### config.mk
export PLATFORM = sky130hd
export DESIGN_NAME = apu_bus_decoder
export DESIGN_NICKNAME = d
export VERILOG_FILES = /design/src/rtl/apu_bus_pkg.sv /design/src/rtl/bus_phase_seq.sv /design/src/rtl/apu_mmio_regs.sv /design/src/rtl/apu_read_mux.sv /design/src/rtl/apu_bus_decoder.sv
export SDC_FILE = /design/constraint.sdc
export NUM_CORES = 1
export LEC_CHECK = 0
export CAP_MARGIN = 20
export CORE_MARGIN = 8
export CORE_UTILIZATION = 50
export CTS_CLUSTER_DIAMETER = 80
export DETAILED_ROUTE_END_ITERATION = 16
export GPL_TIMING_DRIVEN = 0
export MAX_ROUTING_LAYER = met4
export PLACE_DENSITY = 0.93
export SLEW_MARGIN = 20
export SYNTH_ARGS = -nofsm -noshare
export SYNTH_HDL_FRONTEND = slang
export SYNTH_SLANG_ARGS = --single-unit
### constraint.sdc
create_clock -name clk -period 7.2 [get_ports clk]
set_clock_uncertainty 0.05 [all_clocks]
set_input_delay 1.44 -clock clk [delete_from_list [all_inputs] [get_ports clk]]
set_output_delay 1.44 -clock clk [all_outputs]
set_load 0.01 [all_outputs]
### src/rtl/apu_bus_pkg.sv
package apu_bus_pkg;

    localparam int ADDR_W  = 16;
    localparam int DATA_W  = 8;
    localparam int N_PORTS = 4;
    localparam int N_TMR   = 3;
    localparam int CNT_W   = 4;
    localparam int STEP_W  = 5;

    typedef enum logic [1:0] {
        OP_IDLE  = 2'd0,
        OP_READ  = 2'd1,
        OP_WRITE = 2'd2,
        OP_RSVD  = 2'd3
    } op_kind_e;

    // Field placement is what software writes, so it is kept.
    typedef struct packed {
        logic [1:0] clk_spd;
        logic [1:0] tmr_spd;
        logic       tmr_en;
        logic       ram_off;
        logic       ram_wr;
        logic       tmr_halt;
    } cfg_t;

    localparam cfg_t CFG_RST = 8'h0A;

    localparam logic [11:0]       PAGE_TAG    = 12'h00F;
    localparam logic [15:0]       ROM_BASE    = 16'hFFC0;
    localparam logic [DATA_W-1:0] BLANK_VALUE = 8'h5A;

    localparam logic [3:0] OFF_CFG  = 4'h0;
    localparam logic [3:0] OFF_CTL  = 4'h1;
    localparam logic [3:0] OFF_SIDX = 4'h2;
    localparam logic [3:0] OFF_SDAT = 4'h3;
    localparam logic [3:0] OFF_SCR0 = 4'h8;
    localparam logic [3:0] OFF_SCR1 = 4'h9;
    localparam logic [3:0] OFF_TGT0 = 4'hA;
    localparam logic [3:0] OFF_CNT0 = 4'hD;

    function automatic logic [STEP_W-1:0] step_of(cfg_t c);
        return (STEP_W'(1) << c.clk_spd) + (STEP_W'(2) << c.tmr_spd);
    endfunction

endpackage

### src/rtl/bus_phase_seq.sv
module bus_phase_seq
    import apu_bus_pkg::*;
#(
    parameter int HALF = 12
) (
    input  logic     clk,
    input  logic     rst,
    input  logic     start,
    input  op_kind_e kind,
    output logic     accept,
    output logic     busy,
    output logic     last,
    output logic     rd_stb,
    output logic     wr_stb
);
    localparam int FULL = 2 * HALF;
    localparam int CW   = $clog2(FULL);

    logic [CW-1:0] cnt;
    op_kind_e      kind_q;

    assign accept = start && !busy;
    assign last   = busy && (cnt == CW'(FULL - 1));
    assign rd_stb = busy && (kind_q == OP_READ) && (cnt == CW'(HALF - 1));
    assign wr_stb = last && (kind_q == OP_WRITE);

    always_ff @(posedge clk) begin
        if (rst) begin
            busy   <= 1'b0;
            cnt    <= '0;
            kind_q <= OP_IDLE;
        end else if (accept) begin
            busy   <= 1'b1;
            cnt    <= '0;
            kind_q <= kind;
        end else if (busy) begin
            if (last) busy <= 1'b0;
            else      cnt  <= cnt + 1'b1;
        end
    end

    a_r1_count_advances: assert property (@(posedge clk) disable iff (rst)
        (busy && !last) |=> (busy && cnt == $past(cnt) + 1'b1));
    a_r1_idle_after_last: assert property (@(posedge clk) disable iff (rst)
        last |=> !busy);

endmodule

### src/rtl/apu_mmio_regs.sv
module apu_mmio_regs
    import apu_bus_pkg::*;
(
    input  logic                              clk,
    input  logic                              rst,
    input  logic                              wr_stb,
    input  logic                              rd_stb,
    input  logic [ADDR_W-1:0]                 addr,
    input  logic [DATA_W-1:0]                 wdata,
    input  logic                              p_flag,
    input  logic                              host_we,
    input  logic [1:0]                        host_sel,
    input  logic [DATA_W-1:0]                 host_wdata,
    output cfg_t                              cfg,
    output logic                              rom_en,
    output logic [N_TMR-1:0]                  tmr_run,
    output logic [N_TMR-1:0]                  tmr_restart,
    output logic [N_TMR-1:0]                  tgt_we,
    output logic [N_TMR-1:0]                  tmr_rd_clr,
    output logic [DATA_W-1:0]                 snd_idx,
    output logic                              snd_we,
    output logic [N_PORTS-1:0][DATA_W-1:0]    host_latch,
    output logic [N_PORTS-1:0][DATA_W-1:0]    cpu_port,
    output logic [1:0][DATA_W-1:0]            scratch
);
    logic       page_hit, wr_pg, rd_pg, ctl_wr;
    logic [3:0] off;

    assign page_hit = (addr[15:4] == PAGE_TAG);
    assign off      = addr[3:0];
    assign wr_pg    = wr_stb && page_hit;
    assign rd_pg    = rd_stb && page_hit;
    assign ctl_wr   = wr_pg && (off == OFF_CTL);

    assign snd_we      = wr_pg && (off == OFF_SDAT) && !snd_idx[7];
    assign tmr_restart = ctl_wr ? (wdata[N_TMR-1:0] & ~tmr_run) : '0;

    for (genvar t = 0; t < N_TMR; t++) begin : g_tmr
        assign tgt_we[t]     = wr_pg && (off == OFF_TGT0 + 4'(t));
        assign tmr_rd_clr[t] = rd_pg && (off == OFF_CNT0 + 4'(t));
    end

    always_ff @(posedge clk) begin
        if (rst) begin
            cfg        <= CFG_RST;
            rom_en     <= 1'b1;
            tmr_run    <= '0;
            snd_idx    <= '0;
            scratch    <= '0;
            cpu_port   <= '0;
            host_latch <= '0;
        end else begin
            if (wr_pg) begin
                case (off)
                    OFF_CFG:  if (!p_flag) cfg <= cfg_t'(wdata);
                    OFF_CTL: begin
                        rom_en  <= wdata[7];
                        tmr_run <= wdata[N_TMR-1:0];
                    end
                    OFF_SIDX: snd_idx    <= wdata;
                    OFF_SCR0: scratch[0] <= wdata;
                    OFF_SCR1: scratch[1] <= wdata;
                    default: if (off[3:2] == 2'b01) cpu_port[off[1:0]] <= wdata;
                endcase
            end
            if (ctl_wr && wdata[4]) begin
                host_latch[0] <= '0;
                host_latch[1] <= '0;
            end
            if (ctl_wr && wdata[5]) begin
                host_latch[2] <= '0;
                host_latch[3] <= '0;
            end
            if (host_we) host_latch[host_sel] <= host_wdata;
        end
    end

    a_r7_cfg_locked: assert property (@(posedge clk) disable iff (rst)
        (wr_pg && off == OFF_CFG && p_flag) |=> $stable(cfg));
    a_r8_restart_runs: assert property (@(posedge clk) disable iff (rst)
        (|tmr_restart) |=> ((tmr_run & $past(tmr_restart)) == $past(tmr_restart)));

endmodule

### src/rtl/apu_read_mux.sv
module apu_read_mux
    import apu_bus_pkg::*;
(
    input  logic [ADDR_W-1:0]              addr,
    input  cfg_t                           cfg,
    input  logic                           rom_en,
    input  logic [DATA_W-1:0]              snd_idx,
    input  logic [DATA_W-1:0]              snd_rdata,
    input  logic [N_PORTS-1:0][DATA_W-1:0] host_latch,
    input  logic [1:0][DATA_W-1:0]         scratch,
    input  logic [N_TMR*CNT_W-1:0]         tmr_count,
    input  logic [DATA_W-1:0]              ram_rdata,
    input  logic [DATA_W-1:0]              rom_data,
    output logic [DATA_W-1:0]              data
);
    logic [3:0] off;
    assign off = addr[3:0];

    always_comb begin
        data = cfg.ram_off ? BLANK_VALUE : ram_rdata;
        if (rom_en && addr >= ROM_BASE) data = rom_data;
        if (addr[15:4] == PAGE_TAG) begin
            case (off)
                OFF_SIDX: data = snd_idx;
                OFF_SDAT: data = snd_rdata;
                OFF_SCR0: data = scratch[0];
                OFF_SCR1: data = scratch[1];
                4'hD:     data = DATA_W'(tmr_count[CNT_W-1:0]);
                4'hE:     data = DATA_W'(tmr_count[2*CNT_W-1:CNT_W]);
                4'hF:     data = DATA_W'(tmr_count[3*CNT_W-1:2*CNT_W]);
                default:  data = (off[3:2] == 2'b01) ? host_latch[off[1:0]] : '0;
            endcase
        end
    end

endmodule

### src/rtl/apu_bus_decoder.sv
module apu_bus_decoder
    import apu_bus_pkg::*;
#(
    parameter int HALF = 12
) (
    input  logic                     clk,
    input  logic                     rst,
    input  logic                     op_start,
    input  logic [1:0]               op_kind,
    input  logic [ADDR_W-1:0]        op_addr,
    input  logic [DATA_W-1:0]        op_wdata,
    input  logic                     p_flag,
    output logic                     busy,
    output logic                     done,
    output logic [DATA_W-1:0]        rdata,
    output logic [ADDR_W-1:0]        ram_addr,
    output logic                     ram_we,
    output logic [DATA_W-1:0]        ram_wdata,
    input  logic [DATA_W-1:0]        ram_rdata,
    output logic [5:0]               rom_idx,
    input  logic [DATA_W-1:0]        rom_data,
    output logic [6:0]               snd_addr,
    output logic                     snd_we,
    output logic [DATA_W-1:0]        snd_wdata,
    input  logic [DATA_W-1:0]        snd_rdata,
    input  logic                     host_we,
    input  logic [1:0]               host_sel,
    input  logic [DATA_W-1:0]        host_wdata,
    output logic [N_PORTS*DATA_W-1:0] cpu_port_out,
    output logic [N_TMR-1:0]         tmr_run,
    output logic [N_TMR-1:0]         tmr_restart,
    output logic                     tmr_global_en,
    output logic                     tmr_global_halt,
    output logic [STEP_W-1:0]        tmr_step,
    output logic [N_TMR-1:0]         tgt_we,
    output logic [DATA_W-1:0]        tgt_data,
    input  logic [N_TMR*CNT_W-1:0]   tmr_count,
    output logic [N_TMR-1:0]         tmr_rd_clr
);
    logic accept, rd_stb, wr_stb, rom_en;
    logic [ADDR_W-1:0] addr_q;
    logic [DATA_W-1:0] wdata_q, snd_idx, rd_val;
    cfg_t cfg;
    logic [N_PORTS-1:0][DATA_W-1:0] host_latch, cpu_port;
    logic [1:0][DATA_W-1:0] scratch;

    bus_phase_seq #(.HALF(HALF)) u_seq (
        .clk(clk), .rst(rst), .start(op_start), .kind(op_kind_e'(op_kind)),
        .accept(accept), .busy(busy), .last(done), .rd_stb(rd_stb), .wr_stb(wr_stb)
    );

    always_ff @(posedge clk) begin
        if (rst) begin
            addr_q  <= '0;
            wdata_q <= '0;
            rdata   <= '0;
        end else begin
            if (accept) begin
                addr_q  <= op_addr;
                wdata_q <= op_wdata;
            end
            if (rd_stb) rdata <= rd_val;
        end
    end

    apu_mmio_regs u_regs (
        .clk(clk), .rst(rst), .wr_stb(wr_stb), .rd_stb(rd_stb), .addr(addr_q),
        .wdata(wdata_q), .p_flag(p_flag), .host_we(host_we), .host_sel(host_sel),
        .host_wdata(host_wdata), .cfg(cfg), .rom_en(rom_en), .tmr_run(tmr_run),
        .tmr_restart(tmr_restart), .tgt_we(tgt_we), .tmr_rd_clr(tmr_rd_clr),
        .snd_idx(snd_idx), .snd_we(snd_we), .host_latch(host_latch),
        .cpu_port(cpu_port), .scratch(scratch)
    );

    apu_read_mux u_mux (
        .addr(addr_q), .cfg(cfg), .rom_en(rom_en), .snd_idx(snd_idx),
        .snd_rdata(snd_rdata), .host_latch(host_latch), .scratch(scratch),
        .tmr_count(tmr_count), .ram_rdata(ram_rdata), .rom_data(rom_data),
        .data(rd_val)
    );

    assign ram_addr        = addr_q;
    assign ram_wdata       = wdata_q;
    assign ram_we          = wr_stb && cfg.ram_wr && !cfg.ram_off;
    assign rom_idx         = addr_q[5:0];
    assign snd_addr        = snd_idx[6:0];
    assign snd_wdata       = wdata_q;
    assign tgt_data        = wdata_q;
    assign cpu_port_out    = cpu_port;
    assign tmr_global_en   = cfg.tmr_en;
    assign tmr_global_halt = cfg.tmr_halt;
    assign tmr_step        = step_of(cfg);

    a_r2_writes_at_end: assert property (@(posedge clk) disable iff (rst)
        (ram_we || snd_we || (|tgt_we)) |-> done);
    a_r10_snd_write_addr: assert property (@(posedge clk) disable iff (rst)
        snd_we |-> (ram_addr == 16'h00F3));
    a_r12_count_read: assert property (@(posedge clk) disable iff (rst)
        (|tmr_rd_clr) |=> (rdata[7:4] == 4'h0));
    a_r1_no_start_while_busy: assert property (@(posedge clk) disable iff (rst)
        (busy && op_start && !done) |=> busy);

endmodule

==> results of run 1 <==
==> flip-flops by register name, summed over array words and instances (netlist names) <==
| signal | count |
|---|---|
| u_seq.kind_q | 2 |
| u_regs.host_latch | 32 |
| rdata | 8 |
| u_seq.cnt | 5 |
| u_regs.rom_en | 1 |
| ram_addr | 16 |
| u_regs.scratch | 16 |
| u_regs.snd_idx | 8 |
| ram_wdata | 8 |
| u_regs.cfg | 8 |
| u_regs.cpu_port | 32 |
| u_regs.tmr_run | 3 |
| u_seq.busy | 1 |
==> stage by stage <==
step | instances | util | hold slack (ns) | worst slack (ns)
6_report | 1092 | 0.739 | 0.413 | 2.38
5_1_grt | 1092 | 0.739 | 0.425 | 2.16
4_1_cts | 1091 | 0.739 | 0.412 | 2.38
3_5_place_dp | 1059 | 0.685 | 0.396 | 2.90
3_3_place_gp | 1059 | 0.685 | 0.388 | 2.94
2_1_floorplan | 695 | - | 0.377 | 3.67
==> area by class of cell <==
type,instances,share of cell area
Tap cell,172,0.0230
Timing Repair Buffer,192,0.205
Buffer,80,0.0461
Multi-Input combinational cell,467,0.350
Sequential cell,140,0.299
Antenna cell,1,0.000267
Inverter,8,0.00321
Clock inverter,12,0.0230
Clock buffer,20,0.0499
==> worst paths after layout <==
path / to / slack, ns / cells after the start
min: u_regs.host_latch[1] / 0.41 / 1
max: tmr_rd_clr[0] / 2.38 / 6
min reg2reg: u_regs.host_latch[1] / 0.41 / 1
max reg2reg: rdata[1] / 4.47 / 6
==> power by group <==
group          internal, W  switching (W)  total, W
clock network     0.000674       0.000336   0.00101
registers         0.000791      0.0000150  0.000806
logic             0.000106       0.000111  0.000217
total              0.00157       0.000461   0.00203
==> critical path, stage by stage (launching register included) <==
cell and delay (ns):
dfxtp_1 0.36, clkbuf_1 0.45, clkbuf_1 0.43, clkbuf_1 0.47, nand4_1 0.23, nor3b_1 0.35
clkdlybuf4s50_1 0.62
==> routing by layer <==
metal  up-vias  track usage  part of all wire
li1       2860            -                 -
met4         0        0.130             0.038
met5         -            -                 0
met2       345        0.407              0.46
met3        60       0.0832             0.091
met1      2944        0.315              0.41
==> cells by family (layout without fill, tap and decap cells) <==
kind of cell    count (synthesis)  count (layout)
buf+inv                        88             312
fa+ha+maj                       5               5
flops                         140             140
simple gates                  256             256
mux                            78              78
xor+xnor                        5               5
other cells                     0               1
compound gates                123             123
==> cell usage in the layout (no fill, tap or decap), types with 7 or more instances in the layout <==
cell type / Yosys / layout
clkdlybuf4s50_1: 0 / 192
dfxtp_1: 140 / 140
nor2_1: 87 / 87
nand2_1: 71 / 71
mux2i_1: 67 / 67
a21oi_1: 44 / 44
clkbuf_1: 43 / 43
buf_4: 32 / 32
o2bb2ai_1: 28 / 28
clkbuf_16: 0 / 17
nand2b_1: 16 / 16
nor3b_1: 12 / 12
nor2b_1: 11 / 11
inv_1: 8 / 8
nand3b_1: 8 / 8
nand3_1: 8 / 8
nor3_1: 8 / 8
mux4_2: 7 / 7
a221oi_1: 7 / 7
nand4_4: 7 / 7
==> summary.md, run 1 <==
| Metric | Value |
|---|---|
| CTS clock-pin slew for the worst setup and hold paths | roughly 0.06 ns |
| Cells after synthesis | 695 |
| Htree depth | 4 |
| Area Overhead vs Synth | 43.1% |
| Placed cell area | between 0.008 and 0.009 mm2 |
| Fraction of layout cells with a size suffix above 1 | 0.107 |
| VDD IR-drop max | 0.189 mV |
| Final estimated routing congestion in global placement | 0.893 |
| Grt ovf | 0 |
| Residual DRC count | 0 |
| Post-synth EDFFs | 0 |
| Fin. max-slew vios | 0 |
| Clk Latency, worst-skew pair | 0.42 ns |
| Via Count | 6209 |
| Setup bufs post-CTS | 0 |
| Commonest cells post-synth | dfxtp_1, nor2_1, nand2_1 |
| Lkg Pwr | a little under 4 nW |
| Largest net degree at the start of global routing | 17 |
| IO Pins | ~190 |
| Yosys top cell by area | dfxtp_1 |
| Min-delay src | u_regs.host_latch[1] |
| Adder-Cell Fraction of Synth Area | 0.0107 |
| Yosys reg bits | 140 |
| Rel. slew slack | 0.261 |
| Asr flop ratio synth | 0 |
| Die area | 0.0170 mm2 |
| CP max FO | 10 |
| Hpwl dp | approximately 16 mm |
| Storage cell area | ~0.0028 mm2 |
| Seq/Total Area, Yosys | 0.429 |
| Mux cell area share after synthesis | 0.134 |
| Num CTS Buffers | 17 |
| Area of the multi-input gates | roughly 0.0033 mm2 |
| Clk root buf | clkbuf_16 |
| Yosys warns | 0 |
| RSZ-0062 raised after global routing | no |
| Crit share post-route | 0.670 |
| Synth Area in Simple Gates | 0.212 |
| Mapped Area | 0.00654 mm2 |
| Ys flop type | dfxtp_1 |
| Worst setup EP type | output pin |
| Hold-fix buffers, CTS | 0 |
| Worst r2r src | ram_addr[1] |
| Initial DRC Count | 494 |
| Setup crit start | ram_addr[2] |
| All-Layer GR Usage | 0.267 |
| CTS tree | done |
| Filler cell count | between 900 and 1000 |
| Starting Density | 0.516 |
| Tot Pwr | just over 0.002 W |
| Vias per cell | 5.69 |
| CP Launch Type | register |
| Die X-Extent | 130 um |
| Largest cells by area after synthesis | dfxtp_1, mux2i_1, nor2_1 |
| Core area | ~0.013 mm2 |
| Max-Cap Viols | 0 |
| Hold Vio Cnt, Final | 0 |
| Worst min path class | register to register |
| Final min period | 4.82 ns |
| Final setup viols | 0 |
| Compound-Gate Fraction of Synth Area | 0.138 |
| Post-Route WL | roughly 22 mm |
| Syn nets | 777 |
| Vert. Die Dim | 130 um |
| Xor/xnor cell area share of the yosys netlist | 0.00670 |
| Initial antenna violation count | 1 |
| Design area | 0.00936 mm2 |
| Number of detailed-route iterations in the first pass | 5 |
| Fin nets | 988 |
| Critical path arrival | 3.33 ns |
| Largest family of logic cells by synthesized area | simple AND/OR/NAND/NOR gates |
| Power per cell area | 217 mW/mm2 |
| Synth unique cells | 61 |
| Final ANT Viol Nets | 0 |
| Vias in the first global route | 6339 |
| Status | finished clean |
| IO Port Bufs | 192 |
| Required time worst endpoint | 5.71 ns |
| CTS sink count | 140 |
| Sum Neg Setup Slack | 0 ns |
| Yosys top cell area share | 0.429 |
| Resized cells post-CTS | 0 |
| First-pass GRT wire length | 33.4 mm |
| Worst slew pin tran | around 1.1 ns |
| Num rows | 41 |
| Top-count cell post-synth | dfxtp_1 |
| Clk buf depth | 2 |
| FMAX | 207 MHz |
| Critical path type | register to output pin |
| Wire per inst | 20.2 um |
| Syn_area_per_cell | approximately 9.4 um2 |
Note: power is estimated with default switching activity, not from simulation.
==> run 2, diff against run 1 <==
--- a/config.mk
+++ b/config.mk
@@ -7,12 +7,12 @@
 export LEC_CHECK = 0
 export CAP_MARGIN = 20
 export CORE_MARGIN = 8
-export CORE_UTILIZATION = 50
+export CORE_UTILIZATION = 48
 export CTS_CLUSTER_DIAMETER = 80
 export DETAILED_ROUTE_END_ITERATION = 16
 export GPL_TIMING_DRIVEN = 0
 export MAX_ROUTING_LAYER = met4
-export PLACE_DENSITY = 0.93
+export PLACE_DENSITY = 0.9
 export SLEW_MARGIN = 20
 export SYNTH_ARGS = -nofsm -noshare
 export SYNTH_HDL_FRONTEND = slang
==> constraint.sdc (replaced) <==
create_clock -name clk -period 4.8 [get_ports clk]
set_clock_uncertainty 0.05 [all_clocks]
set_input_delay 0.96 -clock clk [delete_from_list [all_inputs] [get_ports clk]]
set_output_delay 0.96 -clock clk [all_outputs]
set_load 0.01 [all_outputs]
==> summary.md, run 2 (synthesis gave the netlist of run 1 again) <==
| Metric | Value |
|---|---|
| Status | finished clean |
| Setup bufs post-CTS | 0 (unchanged) |
| Hpwl dp | 16.1 mm (-0.42%) |
| Clk buf depth | 2 (unchanged) |
| Design area | 0.00930 mm2 (-0.70%) |
| Required time worst endpoint | 3.79 ns (-1.92 ns) |
| Final setup viols | 0 (unchanged) |
| Reg-to-reg setup timing slack | 2.06 ns (-2.41 ns) |
| Starting Density | 0.492 (-0.0242) |
| Placed cell area | 0.00868 mm2 (about the same) |
| Worst setup EP type | output pin |
| Fin. max-slew vios | 0 (unchanged) |
| FMAX | 226 MHz |
| IO Pins | 193 (unchanged) |
| CP Launch Type | register |
| ANT cells | 0 (-1) |
| Initial antenna violation count | 0 (-1) |
| Crit-path slowest cell | clkdlybuf4s50_1 |
| CTS tree | done |
| Area Overhead vs Synth | 42.2% |
| CP most frequent cell | clkbuf_1 |
| Clock power share | 0.469 (-0.028) |
| Worst min path class | register to register |
| Die area | 0.0176 mm2 (+3.7%) |
| Post-Route WL | 22.0 mm (-0.30%) |
| Sum Neg Setup Slack | 0 ns (unchanged) |
| Grt ovf | 0 (unchanged) |
| Worst hold slack | 0.409 ns (-0.00401 ns) |
| Fin nets | 988 (unchanged) |
| Num rows | 42 (+2.4%) |
| Number of detailed-route iterations in the first pass | 7 (+2) |
| Core area | 0.0133 mm2 (+4.9%) |
| Internal Power | 0.00218 W (+39%) |
| Top Registers | u_regs.cpu_port x32, u_regs.host_latch x32 |
| Storage cell area | 0.00280 mm2 (unchanged) |
| Fraction of layout cells with a size suffix above 1 | 0.107 (unchanged) |
| Clk Latency, worst-skew pair | 0.42 ns (about the same) |
| Residual DRC count | 0 (unchanged) |
| Filler cell count | 968 (+6.8%) |
| Critical path arrival | 3.42 ns (+0.09 ns) |
| Num CTS Buffers | 17 (unchanged) |
| Largest net degree at the start of global routing | 17 (unchanged) |
| Core Util, Final | 0.699 (-0.0396) |
| Via Count | 6260 (+0.82%) |
| Rel. slew slack | 0.536 (+0.274) |
| Crit-path max cell delay | 0.61 ns (about the same) |
| Wire per inst | 20.1 um (-0.57%) |
| Clk root buf | clkbuf_16 |
| Initial DRC Count | 536 (+8.5%) |
| Sw Ratio | 0.244 (+0.0168) |
| VDD IR-drop max | 0.209 mV (+10%) |
| Worst slew pin tran | 0.697 ns (-0.403 ns) |
| CP max FO | 10 (unchanged) |
| Htree depth | 4 (unchanged) |
| Vias per cell | 5.72 (+0.55%) |
| Final min period | around 4.4 ns |
| Hold Vio Cnt, Final | 0 (unchanged) |
| Seq pwr share | 0.419 (+0.023) |
| Die X-Extent | 133 um (+1.8%) |
| Power per cell area | 310 mW/mm2 (+43%) |
| Resized cells post-CTS | 0 (unchanged) |
| Lkg Pwr | 3.83 nW (-1.1%) |
| Crit path cell chain | clkbuf_1, clkbuf_1, clkbuf_1, nand4_1, nor3b_1, clkdlybuf4s50_1 |
| RSZ-0062 raised after global routing | no |
| Max-Cap Viols | 0 (unchanged) |
| IO Port Bufs | 192 (unchanged) |
| Area of the multi-input gates | 0.00328 mm2 (+0.15%) |
| Vias in the first global route | 6312 (-0.43%) |
| Logic pwr share | 0.112 (+0.005) |
| All-Layer GR Usage | 0.250 (-0.0172) |
| Vert. Die Dim | 133 um (+1.8%) |
| CTS sink count | 140 (unchanged) |
| Commonest cells after routing, fill and taps aside | clkdlybuf4s50_1, dfxtp_1, nor2_1, nand2_1, mux2i_1 |
| First-pass GRT wire length | 34.0 mm (+1.7%) |
| CTS clock-pin slew for the worst setup and hold paths | 0.06 ns (about the same) |
| Hold-fix buffers, CTS | 0 (unchanged) |
| Crit share post-route | 0.922 |
| Sw power | 0.000702 W (+52%) |
| Most common cell after layout, fill and taps aside | clkdlybuf4s50_1 |
| Final ANT Viol Nets | 0 (unchanged) |
| Critical path type | register to output pin |
| Final estimated routing congestion in global placement | 0.927 (+3.9%) |
## run 2: cell count changes in the layout (fill, tap and decap cells not counted), moves of 2 or more
cell | before | now
clkbuf_8 | 3 | 1
bufinv_16 | 6 | 3
clkinv_4 | 0 | 3
inv_6 | 0 | 2
clkinv_2 | 4 | 2
## run 2: path summary, 6_finish.rpt
path	from	endpoint	cells after the start
worst max register to register	ram_addr[1]	rdata[1]	6
worst min register to register	u_regs.host_latch[18]	u_regs.host_latch[18]	1
worst min-delay path	u_regs.host_latch[18]	u_regs.host_latch[18]	1
worst max-delay path	ram_addr[2]	tmr_rd_clr[0]	6
## run 2: cell type report
type | instances | share of cell area
Buffer | 80 | 0.0464
Clock buffer | 19 | 0.0477
Clock inverter | 13 | 0.0179
Inverter | 8 | 0.00323
Multi-Input combinational cell | 467 | 0.353
Sequential cell | 140 | 0.302
Tap cell | 176 | 0.0237
Timing Repair Buffer | 192 | 0.207
## run 2: power by group through the flow
stage	combinational [W]	sequential (W)	clock [W]
after global placement	0.000314	0.00123	0
final	0.000323	0.00121	0.00135
after global routing	0.000343	0.00121	0.00141
after CTS	0.000321	0.00121	0.00135
after floorplan	0.000149	0.00123	0
after detailed placement	0.000318	0.00123	0
## run 2: per-stage QoR
| stage | total power, W | std cells | setup WS (ns) |
|---|---|---|---|
| finish | 0.00288 | 1095 | 0.373 |
| global route | 0.00296 | 1095 | 0.225 |
| CTS | 0.00288 | 1095 | 0.472 |
| detailed placement | 0.00155 | 1063 | 0.909 |
| global placement | 0.00155 | 1063 | 0.932 |
| floorplan | 0.00138 | 695 | 1.75 |
## run 2: routing by layer
| metal | GRT usage | part of all wire |
|---|---|---|
| met2 | 0.395 | 0.47 |
| met3 | 0.0742 | 0.090 |
| met1 | 0.300 | 0.42 |
| met5 | - | 0 |
| met4 | 0.0808 | 0.023 |
## run 2: critical path: cells and delay by family (launching register included)
family                 cells  cell delay (ns)
buffers and inverters      4             1.95
and+or+nand+nor            2             0.68
DFF                        1             0.36
